## src/rtl/tmr8_pkg.sv

```systemverilog
package tmr8_pkg;
  typedef enum logic [1:0] {
    TM_UP_FULL = 2'd0,
    TM_UP_CMPA = 2'd1,
    TM_UP_BUF  = 2'd2,
    TM_UPDOWN  = 2'd3
  } tmr_mode_e;
endpackage

```

## src/rtl/tmr8_counter.sv

```systemverilog
module tmr8_counter
  import tmr8_pkg::*;
#(
  parameter int CNT_W = 8
) (
  input  logic             clk,
  input  logic             rst_n,
  input  logic             tick_en,
  input  tmr_mode_e        mode,
  input  logic [CNT_W-1:0] top_val,
  input  logic             wr_en,
  input  logic [CNT_W-1:0] wr_data,
  output logic [CNT_W-1:0] count_q,
  output logic             at_top,
  output logic             at_bot,
  output logic             ovf_evt,
  output logic             load_evt,
  output logic             match_ok
);
  localparam logic [CNT_W-1:0] ZERO = '0;
  localparam logic [CNT_W-1:0] ONE  = {{(CNT_W-1){1'b0}}, 1'b1};

  logic dir_down_q;
  logic block_q;
  logic adv;

  assign adv     = tick_en & ~wr_en;
  assign at_top  = (count_q == top_val);
  assign at_bot  = (count_q == ZERO);
  assign match_ok = adv & ~block_q;

  always_comb begin
    ovf_evt  = 1'b0;
    load_evt = 1'b0;
    if (adv) begin
      case (mode)
        TM_UPDOWN: begin
          ovf_evt  = dir_down_q & at_bot;
          load_evt = at_bot;
        end
        TM_UP_BUF: begin
          ovf_evt  = at_top;
          load_evt = at_top;
        end
        default: ovf_evt = at_top;
      endcase
    end
  end

  always_ff @(posedge clk) begin
    if (!rst_n) begin
      count_q    <= ZERO;
      dir_down_q <= 1'b0;
      block_q    <= 1'b0;
    end else begin
      if (wr_en) begin
        count_q <= wr_data;
        block_q <= 1'b1;
      end else if (tick_en) begin
        block_q <= 1'b0;
        if (mode == TM_UPDOWN) begin
          if (!dir_down_q) begin
            if (at_top) begin
              dir_down_q <= 1'b1;
              count_q    <= count_q - ONE;
            end else begin
              count_q <= count_q + ONE;
            end
          end else begin
            if (at_bot) begin
              dir_down_q <= 1'b0;
              count_q    <= count_q + ONE;
            end else begin
              count_q <= count_q - ONE;
            end
          end
        end else begin
          count_q <= at_top ? ZERO : count_q + ONE;
        end
      end
      if (mode != TM_UPDOWN) dir_down_q <= 1'b0;
    end
  end
endmodule

```

## src/rtl/tmr8_cmp_chan.sv

```systemverilog
module tmr8_cmp_chan
  import tmr8_pkg::*;
#(
  parameter int CNT_W = 8
) (
  input  logic             clk,
  input  logic             rst_n,
  input  tmr_mode_e        mode,
  input  logic             wr_en,
  input  logic [CNT_W-1:0] wr_data,
  input  logic             load_evt,
  input  logic [CNT_W-1:0] count,
  input  logic             match_ok,
  output logic [CNT_W-1:0] act_q,
  output logic             match_evt
);
  logic [CNT_W-1:0] buf_q;
  logic             direct;

  assign direct    = (mode == TM_UP_FULL) || (mode == TM_UP_CMPA);
  assign match_evt = match_ok && (count == act_q);

  always_ff @(posedge clk) begin
    if (!rst_n) begin
      buf_q <= '0;
      act_q <= '0;
    end else begin
      if (wr_en) buf_q <= wr_data;
      if (direct && wr_en) act_q <= wr_data;
      else if (!direct && load_evt) act_q <= buf_q;
    end
  end
endmodule

```

## src/rtl/tmr8_flags.sv

```systemverilog
module tmr8_flags #(
  parameter int N_FLG = 3
) (
  input  logic             clk,
  input  logic             rst_n,
  input  logic [N_FLG-1:0] set_evt,
  input  logic [N_FLG-1:0] clr,
  input  logic [N_FLG-1:0] mask,
  output logic [N_FLG-1:0] flags_q,
  output logic [N_FLG-1:0] irq
);
  always_ff @(posedge clk) begin
    if (!rst_n) flags_q <= '0;
    else        flags_q <= set_evt | (flags_q & ~clr);
  end

  for (genvar k = 0; k < N_FLG; k++) begin : g_irq
    assign irq[k] = flags_q[k] & mask[k];
  end
endmodule

```

## src/rtl/tick_timer8.sv

```systemverilog
module tick_timer8
  import tmr8_pkg::*;
#(
  parameter int CNT_W = 8,
  parameter int N_CMP = 2
) (
  input  logic               clk,
  input  logic               rst_n,
  input  logic               tick_en,
  input  logic [1:0]         mode,
  input  logic               cnt_wr_en,
  input  logic [CNT_W-1:0]   cnt_wr_data,
  input  logic [N_CMP-1:0]   cmp_wr_en,
  input  logic [CNT_W-1:0]   cmp_wr_data,
  input  logic [N_CMP:0]     flag_clr,
  input  logic [N_CMP:0]     mask,
  output logic [CNT_W-1:0]   count,
  output logic [N_CMP:0]     flags,
  output logic [N_CMP:0]     irq,
  output logic               at_bottom,
  output logic               at_max,
  output logic               at_top
);
  localparam int N_FLG = N_CMP + 1;

  tmr_mode_e        mode_e;
  logic [CNT_W-1:0] top_val;
  logic [CNT_W-1:0] cmp_act [N_CMP];
  logic [N_CMP-1:0] match_evt;
  logic             ovf_evt, load_evt, match_ok;

  assign mode_e  = tmr_mode_e'(mode);
  assign top_val = (mode_e == TM_UP_CMPA) ? cmp_act[0] : {CNT_W{1'b1}};
  assign at_max  = (count == {CNT_W{1'b1}});

  tmr8_counter #(.CNT_W(CNT_W)) cnt_i (
    .clk      (clk),
    .rst_n    (rst_n),
    .tick_en  (tick_en),
    .mode     (mode_e),
    .top_val  (top_val),
    .wr_en    (cnt_wr_en),
    .wr_data  (cnt_wr_data),
    .count_q  (count),
    .at_top   (at_top),
    .at_bot   (at_bottom),
    .ovf_evt  (ovf_evt),
    .load_evt (load_evt),
    .match_ok (match_ok)
  );

  for (genvar c = 0; c < N_CMP; c++) begin : g_cmp
    tmr8_cmp_chan #(.CNT_W(CNT_W)) chan_i (
      .clk       (clk),
      .rst_n     (rst_n),
      .mode      (mode_e),
      .wr_en     (cmp_wr_en[c]),
      .wr_data   (cmp_wr_data),
      .load_evt  (load_evt),
      .count     (count),
      .match_ok  (match_ok),
      .act_q     (cmp_act[c]),
      .match_evt (match_evt[c])
    );
  end

  tmr8_flags #(.N_FLG(N_FLG)) flg_i (
    .clk     (clk),
    .rst_n   (rst_n),
    .set_evt ({match_evt, ovf_evt}),
    .clr     (flag_clr),
    .mask    (mask),
    .flags_q (flags),
    .irq     (irq)
  );
endmodule

```

## config.mk

```make
export PLATFORM = sky130hd
export DESIGN_NAME = tick_timer8
export DESIGN_NICKNAME = d
export VERILOG_FILES = /design/src/rtl/tmr8_pkg.sv /design/src/rtl/tmr8_counter.sv /design/src/rtl/tmr8_cmp_chan.sv /design/src/rtl/tmr8_flags.sv /design/src/rtl/tick_timer8.sv
export SDC_FILE = /design/constraint.sdc
export NUM_CORES = 1
export LEC_CHECK = 0
export BUFFER_PORTS_ARGS = -buffer_cell sky130_fd_sc_hd__buf_2
export CAP_MARGIN = 15
export CORE_AREA = 2 2 128 80
export CTS_BUF_LIST = sky130_fd_sc_hd__clkbuf_2 sky130_fd_sc_hd__clkbuf_4 sky130_fd_sc_hd__clkbuf_8
export DETAILED_ROUTE_END_ITERATION = 12
export DIE_AREA = 0 0 130 82
export SYNTH_ARGS = -nofsm -noshare
export SYNTH_HDL_FRONTEND = slang
export SYNTH_SLANG_ARGS = --single-unit
```

## constraint.sdc

```tcl
create_clock -name clk -period 3 [get_ports clk]
set_input_delay 0.3 -clock clk [delete_from_list [all_inputs] [get_ports clk]]
set_output_delay 0.3 -clock clk [all_outputs]
set_load 0.01 [all_outputs]
```

==> impl_metrics.tcl <==
set metrics [dict create \
    outcome "complete, no violations" \
    ys_async_sr_fraction_pct 0 \
    finClkSkew_ns 0.006898 \
    setup_viol 0 \
    die_x_um 130 \
    cp-startpoint "cnt_i.count_q[2]" \
    critPathArrivalTime_ns 2.43 \
    dr.pass1.iters 5 \
    layout_min_cycle_time_ns 2.733 \
    hold_depth 3 \
    cts_buffer_depth 2 \
    postCtsSetupRepairBufs 0 \
    syn_to_final_growth_pct 15.11 \
    synth_area_leader_cell "dfxtp_1" \
    wl_um 8033 \
    rsz0062_at_grt "no" \
    tightest_slew_ns 0.6149 \
    cts_htree_levels 2 \
    grt_use_total_pct 15.90 \
    cts_root_buf "clkbuf_8" \
    clk_pin_slew_ns 0.08 \
    wl_per_cell_um 16.33 \
    ys_top_cells_by_area "dfxtp_1 (32%), mux2i_1 (12%), a21oi_1 (5.2%)" \
    rows 28 \
    dr.first_iter.drc_count 188 \
    grt_pass1_wl_um 12830 \
    p_comb_share_pct 28.8 \
    dieArea_mm2 0.01066 \
    cts_tree "built" \
    place_hpwl_um 6151 \
    gp_congestion 0.9066 \
    synth_area_mm2 0.002791 \
    synth-seq-cells 45 \
    max_cap_viol_count 0 \
    worstSkewPairLatency_ns 0.30 \
    grt_start_max_net_pins 26 \
    stdcell_area_mm2 0.003213 \
    post_cts_resized 0 \
    p_leak_nw 1.323 \
    drive_gt1_share_pct 24.09 \
    path_max_fanout 12 \
    power.density_mw_per_mm2 551.8 \
    fin_crit_sh_pct 91.10 \
    r2r_start "cnt_i.count_q[0]" \
    synth_nets 352 \
    ctsHoldBuffers 0 \
    synth_cell_type_count 61 \
    core_area_mm2 0.009564 \
    worstSetupStartpointType "register" \
    layout_common_cells "buf_2 (46), dfxtp_1 (45), mux2i_1 (34)" \
    fin_setup_tns_ns 0 \
    sw_frac_of_total_pct 34.75 \
    p_sw_w 0.0006162 \
    num_vias 2515 \
    grt_pass1_vias 2382 \
    fillCellCount 1037 \
    cp.required_ns 2.70 \
    antennaDiodeCount 0 \
    ys_seq_area_share_pct 32.27 \
    finalMaxSlewViolations 0 \
    syn_inst 320 \
    internal_power_w 0.001157 \
    drc 0 \
    dpl_cell_area_mm2 0.003093 \
    nets 388 \
    cp-end-kind "primary output" \
    holdCritStartpoint "flag_clr[2]" \
    start_util_pct 29.19 \
    die_h_um 82 \
    yosys_warnings 0 \
    power.share.clock_pct 28.1 \
    synth_edf_count 0 \
    num_io_pins 47 \
    antenna_found_initial 0 \
    routed_via_density 5.112 \
    grt_overflow 0 \
    clkSinkCount 45 \
    synthFlopType "dfxtp_1" \
    maxSlewHeadroom_pct 58.82 \
    antenna_left 0 \
    worstRegToRegCells 8 \
    crit_type "register to primary output" \
    hold_class "input port to register" \
    numCtsBuffers 5 \
    layout_commonest_cell "buf_2" \
    ir_drop_mv 0.1624 \
    finalHoldViolCount 0 \
    achievable-frequency_ghz 0.3659 \
    p_seq_share_pct 43.1 \
    synth_top_area_share_pct 32.27 \
    syn-mean-instance-area_um2 8.723 \
    io_buffers 46 \
]
flip-flops by register name, summed over array words and instances, names as in the netlist:
register	flops
cnt_i.block_q	1
cnt_i.count_q	8
cnt_i.dir_down_q	1
flg_i.flags_q	3
g_cmp.chan_i.act_q	16
g_cmp.chan_i.buf_q	16
cell type report:
cell class | instances | area, um^2 | area share [%]
timing repair buffer | 52 | 275.3 | 8.567
multi-input combinational | 241 | 1707 | 53.12
inverter | 11 | 41.29 | 1.285
tap | 135 | 168.9 | 5.257
clock buffer | 7 | 90.09 | 2.804
sequential | 45 | 900.9 | 28.04
clock inverter | 1 | 30.03 | 0.9346
power groups by stage:
| stage | logic (W) | clock network [W] | registers, W |
|---|---|---|---|
| floorplan | 0.000443 | 0 | 0.000708 |
| global placement | 0.000500 | 0 | 0.000771 |
| detailed placement | 0.000505 | 0 | 0.000774 |
| CTS | 0.000507 | 0.000509 | 0.000760 |
| global route | 0.000569 | 0.000534 | 0.000772 |
| finish | 0.000511 | 0.000498 | 0.000764 |
synthesized netlist by cell type (all sizes together), types with 6 or more instances:
library cell and count:
dfxtp 45, mux2i 34, a21oi 33, nor2 32, o21ai 29, buf 13
inv 11, nand2 11, clkbuf 10, nand3 10, xnor2 8, xor2 7
nand2b 6, nor2b 6
worst max-delay path, stage by stage, from the launching register on:
cell     delay, ns
dfxtp_1       0.61
inv_1         0.27
o221a_2       0.35
a31oi_1       0.50
nor2_2        0.20
buf_2         0.19
logic make-up (layout without fill, tap and decap cells):
kind of cell | count (synthesis) | after routing | synth area share, %
fa+ha+maj | 2 | 2 | 0.8963
xor+xnor | 15 | 15 | 4.707
mux | 34 | 34 | 12.19
buf+inv | 34 | 71 | 6.589
simple gates | 95 | 95 | 18.69
flops | 45 | 45 | 32.27
compound gates | 95 | 95 | 24.65
stage by stage:
| stage | util, % | instances | power, W | hold slack, ns | setup slack [ns] |
|---|---|---|---|---|---|
| 2_1_floorplan | - | 320 | 0.001151 | 0.4471 | 0.7408 |
| 3_3_place_gp | 32.34 | 484 | 0.001270 | 0.4668 | 0.6658 |
| 3_5_place_dp | 32.34 | 484 | 0.001278 | 0.4812 | 0.5779 |
| 4_1_cts | 33.60 | 492 | 0.001776 | 0.2367 | 0.3410 |
| 5_1_grt | 33.60 | 492 | 0.001875 | 0.2404 | 0.1403 |
| 6_report | 33.60 | 492 | 0.001773 | 0.2444 | 0.2669 |
final timing paths:
path / end / slack, ns
setup / recovery: at_top / 0.27
hold reg to reg: flg_i.flags_q[2] / 0.49
setup reg to reg: g_cmp[0].chan_i.act_q[2] / 0.50
hold / removal: flg_i.flags_q[2] / 0.24
metal layers:
metal	wire length (um)	global-route usage (%)	vias to the layer above
met5	0	0	-
met4	69	3.656	0
met3	799	5.603	11
met2	2964	21.31	122
met1	4200	23.74	1157
li1	-	-	1225
Note: power is estimated with default switching activity, not from simulation.
